`src/rtl/outwd_pkg.sv`:
```
`timescale 1ns/1ps
package outwd_pkg;
   localparam int unsigned CTRL_W = 8;
   localparam int unsigned EN_BIT = 1;
   localparam int unsigned ST_BIT = 3;

   typedef struct packed {
      logic en;
      logic st;
   } wd_state_t;
endpackage

```
`src/rtl/wd_timer.sv`:
```
`timescale 1ns/1ps
module wd_timer #(
   parameter int unsigned TIMEOUT_CYC = 20
) (
   input  logic clk,
   input  logic rst_n,
   input  logic run,
   input  logic kick,
   output logic expire
);
   localparam int unsigned CW = $clog2(TIMEOUT_CYC + 1);
   localparam logic [CW-1:0] LAST = CW'(TIMEOUT_CYC - 1);

   logic [CW-1:0] cnt_q;
   logic          at_last;

   generate
      if (TIMEOUT_CYC < 2) begin : g_bad_timeout
         $error("wd_timer: TIMEOUT_CYC must be at least 2");
      end
   endgenerate

   assign at_last = (cnt_q == LAST);
   assign expire  = run & ~kick & at_last;

   always_ff @(posedge clk or negedge rst_n) begin
      if (!rst_n) begin
         cnt_q <= '0;
      end else if (!run || kick) begin
         cnt_q <= '0;
      end else if (!at_last) begin
         cnt_q <= cnt_q + CW'(1);
      end
   end
endmodule

```
`src/rtl/wd_ctrl_reg.sv`:
```
`timescale 1ns/1ps
module wd_ctrl_reg
   import outwd_pkg::*;
(
   input  logic              clk,
   input  logic              rst_n,
   input  logic              ctrl_wr,
   input  logic [CTRL_W-1:0] wdata,
   input  logic              expire,
   output wd_state_t         state,
   output logic [CTRL_W-1:0] ctrl_status
);
   logic en_q;
   logic st_q;

   always_ff @(posedge clk or negedge rst_n) begin
      if (!rst_n) begin
         en_q <= 1'b0;
      end else if (ctrl_wr) begin
         en_q <= wdata[EN_BIT];
      end
   end

   always_ff @(posedge clk or negedge rst_n) begin
      if (!rst_n) begin
         st_q <= 1'b0;
      end else if (expire) begin
         st_q <= 1'b1;
      end else if (ctrl_wr && wdata[ST_BIT] && st_q) begin
         st_q <= 1'b0;
      end
   end

   assign state.en = en_q;
   assign state.st = st_q;

   generate
      for (genvar b = 0; b < CTRL_W; b++) begin : g_bit
         if (b == EN_BIT) begin : g_en
            assign ctrl_status[b] = en_q;
         end else if (b == ST_BIT) begin : g_st
            assign ctrl_status[b] = st_q;
         end else begin : g_zero
            assign ctrl_status[b] = 1'b0;
         end
      end
   endgenerate
endmodule

```
`src/rtl/wd_out_reg.sv`:
```
`timescale 1ns/1ps
module wd_out_reg #(
   parameter int unsigned DATA_W    = 16,
   parameter bit          OFF_LEVEL = 1'b0
) (
   input  logic              clk,
   input  logic              rst_n,
   input  logic              wr_en,
   input  logic [DATA_W-1:0] wdata,
   input  logic              expire,
   output logic [DATA_W-1:0] out_pins
);
   logic [DATA_W-1:0] data_q;
   logic              forced_q;

   always_ff @(posedge clk or negedge rst_n) begin
      if (!rst_n) begin
         data_q <= {DATA_W{OFF_LEVEL}};
      end else if (wr_en) begin
         data_q <= wdata;
      end
   end

   always_ff @(posedge clk or negedge rst_n) begin
      if (!rst_n) begin
         forced_q <= 1'b0;
      end else if (wr_en) begin
         forced_q <= 1'b0;
      end else if (expire) begin
         forced_q <= 1'b1;
      end
   end

   generate
      if (OFF_LEVEL) begin : g_off_high
         assign out_pins = data_q | {DATA_W{forced_q}};
      end else begin : g_off_low
         assign out_pins = data_q & ~{DATA_W{forced_q}};
      end
   endgenerate
endmodule

```
`src/rtl/outwd_supervisor.sv`:
```
`timescale 1ns/1ps
module outwd_supervisor
   import outwd_pkg::*;
#(
   parameter int unsigned DATA_W      = 16,
   parameter int unsigned CLK_HZ      = 100_000_000,
   parameter int unsigned TIMEOUT_US  = 120_000,
   parameter int unsigned TIMEOUT_CYC = (CLK_HZ / 1_000_000) * TIMEOUT_US,
   parameter bit          OFF_LEVEL   = 1'b0
) (
   input  logic              clk,
   input  logic              rst_n,
   input  logic              ctrl_wr,
   input  logic              data_wr,
   input  logic              data_rd,
   input  logic [DATA_W-1:0] wdata,
   output logic [DATA_W-1:0] out_pins,
   output logic [CTRL_W-1:0] ctrl_status
);
   wd_state_t state;
   logic      expire;
   logic      kick;
   logic      run;
   logic      wr_ok;

   generate
      if (DATA_W < CTRL_W) begin : g_bad_width
         $error("outwd_supervisor: DATA_W must be at least CTRL_W");
      end
   endgenerate

   assign kick  = data_wr | data_rd;
   assign run   = state.en & ~state.st;
   assign wr_ok = data_wr & ~state.st;

   wd_timer #(.TIMEOUT_CYC(TIMEOUT_CYC)) u_timer (
      .clk    (clk),
      .rst_n  (rst_n),
      .run    (run),
      .kick   (kick),
      .expire (expire)
   );

   wd_ctrl_reg u_ctrl (
      .clk         (clk),
      .rst_n       (rst_n),
      .ctrl_wr     (ctrl_wr),
      .wdata       (wdata[CTRL_W-1:0]),
      .expire      (expire),
      .state       (state),
      .ctrl_status (ctrl_status)
   );

   wd_out_reg #(.DATA_W(DATA_W), .OFF_LEVEL(OFF_LEVEL)) u_out (
      .clk      (clk),
      .rst_n    (rst_n),
      .wr_en    (wr_ok),
      .wdata    (wdata),
      .expire   (expire),
      .out_pins (out_pins)
   );
endmodule

```
`config.mk`:
```
export PLATFORM = sky130hd
export DESIGN_NAME = outwd_supervisor
export DESIGN_NICKNAME = d
export VERILOG_FILES = /design/src/rtl/outwd_pkg.sv /design/src/rtl/wd_timer.sv /design/src/rtl/wd_ctrl_reg.sv /design/src/rtl/wd_out_reg.sv /design/src/rtl/outwd_supervisor.sv
export SDC_FILE = /design/constraint.sdc
export NUM_CORES = 1
export LEC_CHECK = 0
export ABC_AREA = 1
export CORE_MARGIN = 3
export CORE_UTILIZATION = 25
export DETAILED_ROUTE_END_ITERATION = 10
export DONT_BUFFER_PORTS = 1
export HOLD_SLACK_MARGIN = 0.15
export PLACE_DENSITY = 0.45
export SKIP_LAST_GASP = 1
export SLEW_MARGIN = 10
export SYNTH_ARGS = -nofsm -noshare
export SYNTH_HDL_FRONTEND = slang
export SYNTH_HIERARCHICAL = 1
export SYNTH_SLANG_ARGS = --single-unit
```
`constraint.sdc`:
```
create_clock -name clk -period 2.05 [get_ports clk]
set_input_delay 0.205 -clock clk [delete_from_list [all_inputs] [get_ports clk]]
set_output_delay 0.205 -clock clk [all_outputs]
set_load 0.02 [all_outputs]
```
==> impl_metrics.ini, run 1 <==
[critical_path]
arrival_ps = 1760
worst_setup_path_start_kind = flip-flop
cp_data_required_time_ps = 2230
r2r_cells = 6
r2r-end = u_timer/cnt_q[20]
crit_type = reg2reg
critPathMaxFanout = 6
r2r_slack_ps = 470
critPathCaptureType = flip-flop
rr_startpoint = u_timer/cnt_q[0]

[cts]
htreeDepth = 2
clk_latency_ps = 300
cts-root-buf = clkbuf_8
post-cts-setup-buffers = 0
cts_sinks = 43
cts.clk_slew.worst_paths_ps = 100
cts-resized-gates = 0
cts_inserted_buffers = 5
holdBufCountCts = 20
cts_buffer_depth = 2
tritoncts = built

[synthesis]
avgSynthCellArea_sq_um = 7.08
ys_seq_area_share_pct = 42.0
ys_ff_latch = 43
ys_types = 29
syn_area_sq_um = 2560
yosys_warnings = 6
syn_inst = 362

[timing]
period_share_pct = 76.9
hold_ws_ps = 290
fmax_mhz = 635
rsz0062_at_grt = no
skew_ps = 15.9
tightest_slew_ps = 511
hold_viol_final = 0
relSlewSlack_pct = 65.9
setup_viol = 0
min_period_ps = 1580
fin_tns_setup_ps = 0
drv_slew = 0

[drt]
drt_iter0_markers = 115
final_antenna_net_count = 0
firstDrtPassIters = 4
drc = 0
viasPerCell = 4.13
num_vias = 2118
wirelength_um = 5890
avgRoutedWirePerCell_um = 11.5

[layout]
area_growth_pct = 14.1
final_cell_mix = nand2_1, nor2_1, dfrtp_1
n_antenna_cell = 0
final_common_cell = nand2_1
multi_input_area_sq_um = 1190
nFillCells = 1085
final_nets = 401
drive_gt1_share_pct = 11.8
seqCellArea_sq_um = 1080

[placed_design]
place.gp.congestion = 0.833
dp_hpwl_um = 4370
port_buffers = 0

[die]
die_x_um = 107
core_sq_um = 9860
initial_utilization_pct = 26.0
die_h_um = 107
io_pins = 45
rows = 36
die-area_sq_um = 11500

[global_routing]
grt_overflow = 0
grt_pass1_wl_um = 10300
antenna_found_initial = 0
track_usage_pct = 11.1
grt_max_degree = 44
grt_pass1_vias = 2155

[pwr]
total_leakage_power_uw = 0.00135
ir_worst_vdd_mv = 0.226
power_uw = 1670
power_density_nw_per_um2 = 570

[hold_path]
hold_depth = 5
min_from = data_rd
hold_end = u_timer/cnt_q[9]
hold_path.class = in2reg

[run]
drv_cap = 0

[status]
status = completed
==> metrics by stage <==
| stage | worst slack (ps) | util (%) | instance area [sq um] | std cells |
|---|---|---|---|---|
| after floorplan | 608 | - | 2580 | 367 |
| after global placement | 512 | 26.5 | 2620 | 485 |
| after detailed placement | 508 | 26.5 | 2620 | 485 |
| after CTS | 479 | 29.6 | 2920 | 513 |
| after global routing | 245 | 29.6 | 2920 | 513 |
| final | 474 | 29.6 | 2920 | 513 |
==> state kept, by name, indices dropped and copies added, names as in the netlist <==
name,cells
u_ctrl/st_q,1
u_out/forced_q,1
u_out/data_q,16
u_ctrl/en_q,1
u_timer/cnt_q,24
==> cell families (layout without fill, tap and decap cells) <==
logic type	after synthesis	count (layout)	share of synthesized area (%)
AND/OR/NAND/NOR	244	244	42.1
buffers and inverters	62	75	12.4
flip-flops	43	43	42.0
AO/OA/AOI/OAI	6	6	1.17
XOR/XNOR	5	5	1.71
adder cells (fa/ha/maj)	1	1	0.488
other	1	6	0.146
==> worst max-delay path: stages (launching register included) <==
cell     delay (ps)
dfrtp_1         450
ha_1            240
nand3_1         100
nor2_2          250
nand3_1         170
nor3_1          170
nor2_1           70
==> power breakdown <==
group / switching (uW) / total (uW) / leakage (uW) / internal [uW]
Combinational: 140 / 205 / 0.000739 / 64.5
Clock: 317 / 556 / 0.0000412 / 239
Sequential: 23.9 / 905 / 0.000570 / 881
==> routing by layer <==
layer  part of all wire, %  global-route usage, %  up-vias
li1                      -                      -     1110
met4                   1.4                   3.20        0
met3                   5.3                   2.41        7
met2                    45                   18.5       47
met5                     0                      0        -
met1                    48                   14.5      954
==> synthesized netlist by cell type <==
cell type / n / area (sq um)
nand2_1: 117 / 439
nor2_1: 66 / 248
dfrtp_1: 43 / 1080
inv_1: 40 / 150
nand3_1: 16 / 80.1
nand2_2: 14 / 87.6
buf_4: 10 / 75.1
nand4_1: 9 / 56.3
nor2_2: 8 / 50.1
nor2_4: 5 / 56.3
nor3_1: 4 / 20.0
a21oi_1: 3 / 15.0
buf_6: 3 / 33.8
inv_2: 3 / 11.3
xnor2_1: 3 / 26.3
buf_2: 2 / 10.0
o21ai_0: 2 / 10.0
or2_2: 2 / 12.5
xor2_1: 2 / 17.5
buf_12: 1 / 20.0
clkbuf_1: 1 / 3.75
clkinv_1: 1 / 3.75
conb_1: 1 / 3.75
ha_1: 1 / 12.5
inv_6: 1 / 8.76
nand2_4: 1 / 11.3
nand3_2: 1 / 10.0
nand3b_1: 1 / 7.51
o21ai_1: 1 / 5.00
==> worst max path at each step <==
| stage | start | to | slack (ps) |
|---|---|---|---|
| global route | u_ctrl/en_q | u_out/forced_q | 240 |
| floorplan | u_ctrl/st_q | u_out/forced_q | 610 |
| detailed placement | u_timer/cnt_q[0] | u_timer/cnt_q[22] | 510 |
| global placement | u_timer/cnt_q[0] | u_timer/cnt_q[20] | 510 |
| CTS | u_timer/cnt_q[0] | u_timer/cnt_q[22] | 480 |
| finish | u_timer/cnt_q[0] | u_timer/cnt_q[20] | 470 |
==> final cells by class <==
cell class	count	share of cell area, %
inverters	45	5.95
well taps	133	5.70
repair buffers	22	7.97
clock inverters	2	0.428
clock buffers	6	2.48
flip-flops and latches	43	36.8
multi-input cells	262	40.6
No activity file was read; power rests on OpenSTA's default activity.
==> run 2: changes to the inputs <==
==> constraint.sdc (replaced) <==
create_clock -name clk -period 1.5 [get_ports clk]
set_input_delay 0.15 -clock clk [delete_from_list [all_inputs] [get_ports clk]]
set_output_delay 0.15 -clock clk [all_outputs]
set_load 0.02 [all_outputs]
==> run 2 against run 1 <==
  * First-iteration DRC count is 0.87% higher
  * Routed wire length rose by 0.68%
  * Hold slack better by 62 ps
  * Clock power increased by 64%
  * Final cell count increased by 2.3%
  * Count of clock-buffer cells in the layout decreased by 1
  * Total power rose by 47%
  * Sequential share of layout area decreased by 2.0 points
  * Combinational power grew 48%
  * Largest cell class unchanged
  * Largest power group unchanged
==> impl_metrics.ini, run 2 (synthesis results as in run 1) <==
[status]
status = completed

[critical_path]
worstPathCellList = nor2_1
crit_type = reg2out
cp_data_required_time_ps = 1350
slowest_delay_ps = 580
path_buf_inv = 0
critPathCaptureType = primary output
arrival_ps = 1300
cp_slowest_cell = dfrtp_1
critPathMaxFanout = 17
r2r_slack_ps = 100
worst_setup_path_start_kind = flip-flop
path_delay_family = flip-flops

[global_routing]
antenna_found_initial = 0
track_usage_pct = 10.8
grt_overflow = 0
grt_pass1_wl_um = 10100
grt_pass1_vias = 2124
grt_max_degree = 44

[layout]
regMostFlops = u_timer/cnt_q
final_core_util_pct = 31.3
final_nets = 413
final_cell_mix = nand2_1, nor2_1, dfrtp_1
largest_reg_flops = 24
area_growth_pct = 20.6
n_antenna_cell = 0
top_regs = u_timer/cnt_q: 24 flops, u_out/data_q: 16 flops
final_common_cell = nand2_1
drive_gt1_share_pct = 15.1

[drt]
drt_iter0_markers = 116
num_vias = 2155
drc = 0
firstDrtPassIters = 4
wirelength_um = 5930
final_antenna_net_count = 0
viasPerCell = 4.10
avgRoutedWirePerCell_um = 11.3

[pwr]
ir_worst_vdd_mv = 0.347
switching_share_pct = 26.3
p_sw_uw = 643
p_seq_share_pct = 50.3
total_leakage_power_uw = 0.00144
power.share.combinational_pct = 12.4
p_clk_share_pct = 37.3
p_int_uw = 1800
power_density_nw_per_um2 = 792

[run]
drv_cap = 0

[cts]
tritoncts = built
cts-root-buf = clkbuf_8
htreeDepth = 2
cts_buffer_depth = 2
cts.clk_slew.worst_paths_ps = 80
cts_sinks = 43
clk_latency_ps = 300
cts_inserted_buffers = 5

[die]
die_x_um = 107
die-area_sq_um = 11500
rows = 36
die_h_um = 107
initial_utilization_pct = 26.0
core_sq_um = 9860
io_pins = 45

[timing]
setup_viol = 0
hold_viol_final = 0
tightest_slew_ps = 518
skew_ps = 13.1
period_share_pct = 96.5
rsz0062_at_grt = yes
fmax_mhz = 690
min_period_ps = 1450
drv_slew = 0
hold_ws_ps = 351
relSlewSlack_pct = 65.4

[placed_design]
port_buffers = 0
dp_hpwl_um = 4410
place.gp.congestion = 0.895

[hold_path]
hold_path.class = in2async
==> run 2: changes by cell type in the layout (fill, tap and decap cells not counted), sizes merged <==
cell         delta
buf            +10
clkinv          +1
clkinvlp        -1
clkbuf          -1
bufinv          +1
dlygate4sd3     +2
==> run 2: layout make-up <==
cell class                 instances  area (sq um)
inverter                          45           176
clock inverter                     3          43.8
clock buffer                       5          68.8
sequential                        43          1080
fill                            1039          6780
multi-input combinational        262          1220
tap                              133           166
timing repair buffer              34           340
==> run 2: power groups by stage <==
stage	Clock, uW	Combinational, uW	Sequential (uW)
finish	912	303	1230
global route	1000	340	1240
CTS	962	307	1230
detailed placement	0	225	1260
global placement	0	225	1250
floorplan	0	212	1250
==> run 2: layer usage <==
layer / vias to the layer above / track usage (%) / part of all wire (%)
li1: 1129 / - / -
met1: 959 / 13.6 / 47
met2: 58 / 18.1 / 45
met3: 9 / 2.59 / 5.8
met4: 0 / 4.11 / 2.1
met5: - / 0 / 0
==> run 2: timing repair <==
| action | CTS | global route |
|---|---|---|
| setup endpoints to repair | 0 | 33 |
| setup buffers | 0 | 3 |
| hold buffers | 22 | 0 |
| resized for setup | 0 | 7 |
| hold endpoints to repair | 63 | 0 |
==> run 2: worst paths after layout <==
check	from	to	cells after the start
min	rst_n	u_out/data_q[0]	2
max in group asynchronous	rst_n	u_timer/cnt_q[4]	2
min reg2reg	u_out/data_q[14]	u_out/data_q[14]	2
max reg2reg	u_timer/cnt_q[19]	u_timer/cnt_q[4]	6
max	u_out/forced_q	out_pins[8]	1
min in group clk	u_out/data_q[14]	u_out/data_q[14]	2
==> run 2: stage by stage <==
stage / total power, uW / area [sq um] / TNS [ps] / setup WS [ps] / instances
finish: 2450 / 3090 / 0 / 51.8 / 525
global route: 2580 / 3090 / -448 / -42.7 / 525
CTS: 2500 / 3030 / 0 / 29.6 / 522
detailed placement: 1480 / 2680 / 0 / 46.7 / 492
global placement: 1480 / 2680 / 0 / 90.2 / 492
floorplan: 1460 / 2580 / 0 / 57.7 / 367
==> run 3: changes to the inputs <==
--- a/config.mk
+++ b/config.mk
@@ -12,8 +12,8 @@
 export DONT_BUFFER_PORTS = 1
 export HOLD_SLACK_MARGIN = 0.15
 export PLACE_DENSITY = 0.45
+export RECOVER_POWER = 100
 export SKIP_LAST_GASP = 1
-export SLEW_MARGIN = 10
 export SYNTH_ARGS = -nofsm -noshare
 export SYNTH_HDL_FRONTEND = slang
 export SYNTH_HIERARCHICAL = 1
==> run 3 against run 2 <==
  * Global-route usage did not move
  * Sequential power barely moved
  * Routed wire length rose by 0.12%
  * First-iteration DRC count rose by 4.3%
  * Cell area fell by 2.3%
  * Non-clock buffer count did not move
  * Maximum frequency barely moved
  * Sequential share of layout area rose by 0.84 points
  * Critical endpoint is now u_ctrl/en_q
  * Largest power group unchanged
  * Highest routed layer unchanged
==> impl_metrics.ini, run 3 (synthesis results as in run 1) <==
[critical_path]
worstPathCellList = clkbuf_1 > inv_1 > o21ai_1 > dlygate4sd3_1
critPathCaptureType = flip-flop
r2r_slack_ps = 50
cp_data_required_time_ps = 1740
cp_slowest_cell = dlygate4sd3_1
arrival_ps = 1690
crit_type = reg2reg
critPathMaxFanout = 2
worst_setup_path_start_kind = flip-flop
r2r_cells = 4
slowest_delay_ps = 570

[drt]
wirelength_um = 5940
drc = 0
avgRoutedWirePerCell_um = 11.3
final_antenna_net_count = 0
wl_met3_um = 384
drt-met1-wl_um = 2770
drt_iter0_markers = 121
num_vias = 2154
viasPerCell = 4.10
route.met2.wl_um = 2650
top_layer = met4
firstDrtPassIters = 5

[cts]
tritoncts = built
cts.clk_slew.worst_paths_ps = 80
cts_inserted_buffers = 5
cts_buffer_depth = 2
cts-root-buf = clkbuf_8
clk_latency_ps = 300
cts_sinks = 43
htreeDepth = 2

[pwr]
power_density_nw_per_um2 = 805
ir_worst_vdd_mv = 0.327
total_leakage_power_uw = 0.00142

[timing]
drv_slew = 0
rsz0062_at_grt = yes
fmax_mhz = 691
fin_tns_setup_ps = 0
relSlewSlack_pct = 29.1
hold_ws_ps = 476
min_period_ps = 1450
tightest_slew_ps = 1060
period_share_pct = 96.5
setup_viol = 0
hold_viol_final = 0
skew_ps = 14.1

[status]
status = completed

[die]
die_x_um = 107
core_sq_um = 9860
io_pins = 45
die-area_sq_um = 11500
die_h_um = 107
initial_utilization_pct = 26.0
rows = 36

[hold_path]
hold_path.class = reg2reg
hold_depth = 2

[layout]
final_cells = 525
multi_input_area_sq_um = 1180
final_common_cell = nand2_1
top_regs = u_timer/cnt_q: 24 flops, u_out/data_q: 16 flops
final_nets = 413
largest_reg_flops = 24
area_growth_pct = 17.8
n_antenna_cell = 0
drive_gt1_share_pct = 11.5
regMostFlops = u_timer/cnt_q
final_core_util_pct = 30.6
nFillCells = 1059
seqCellArea_sq_um = 1080
final_cell_mix = nand2_1, nor2_1, dfrtp_1

[global_routing]
antenna_found_initial = 0
grt_pass1_vias = 2124
grt_max_degree = 44
track_usage_pct = 10.8
grt_overflow = 0
grt_pass1_wl_um = 10100

[placed_design]
place.gp.congestion = 0.895
dp_hpwl_um = 4410
port_buffers = 0
dp_cells = 492

[run]
drv_cap = 0
run 3: cell count changes in the layout (fill, tap and decap cells not counted), moves of 2 or more:
cell	delta
nand2_1	+9
nand2_2	-9
buf_4	-4
clkbuf_2	+3
nor2_1	+3
clkbuf_1	+2
nor2_2	-2
run 3: layer usage:
layer / track usage (%) / vias to the layer above
li1: - / 1132
met1: 13.6 / 951
met2: 18.1 / 60
met3: 2.59 / 11
met4: 4.11 / 0
met5: 0 / -
run 3: worst paths after layout:
path,from,end
hold / removal,u_out/data_q[14],u_out/data_q[14]
max in group asynchronous,rst_n,u_timer/cnt_q[4]
setup reg to reg,u_ctrl/en_q,u_ctrl/en_q
hold reg to reg,u_out/data_q[14],u_out/data_q[14]
setup / recovery,u_ctrl/en_q,u_ctrl/en_q
min in group asynchronous,rst_n,u_out/data_q[12]
run 3: area by class of cell:
cell class / instances / area share, %
sequential: 43 / 35.7
tap: 133 / 5.52
timing repair buffer: 34 / 10.1
multi-input combinational: 262 / 39.2
clock inverter: 3 / 1.45
inverter: 45 / 5.77
clock buffer: 5 / 2.28
run 3: worst max-delay path, delay by kind of cell, from the launching register on:
kind	cells	cell delay (ps)
buffers and inverters	3	890
flip-flops	1	360
AO/OA/AOI/OAI	1	140
run 3: report_power, final:
| group | total (uW) | internal (uW) | switching [uW] | leakage, uW |
|---|---|---|---|---|
| clock network | 915 | 496 | 419 | 0.0000581 |
| registers | 1230 | 1200 | 23.5 | 0.000570 |
| logic | 286 | 90.5 | 195 | 0.000795 |
run 3: through the flow:
stage	power [uW]	area, sq um	setup WS, ps
finish	2430	3020	52.3
floorplan	1460	2580	57.7
detailed placement	1480	2680	46.7
global placement	1480	2680	90.2
CTS	2500	3030	29.6
global route	2560	3020	-42.7
run 3: what timing repair did:
| action | 4_1_cts | 5_1_grt |
|---|---|---|
| gates resized for setup | 0 | 7 |
| setup buffers | 0 | 3 |
| hold buffers | 22 | 0 |
| hold endpoints to repair | 63 | 0 |
| endpoints found under the setup margin | 0 | 33 |
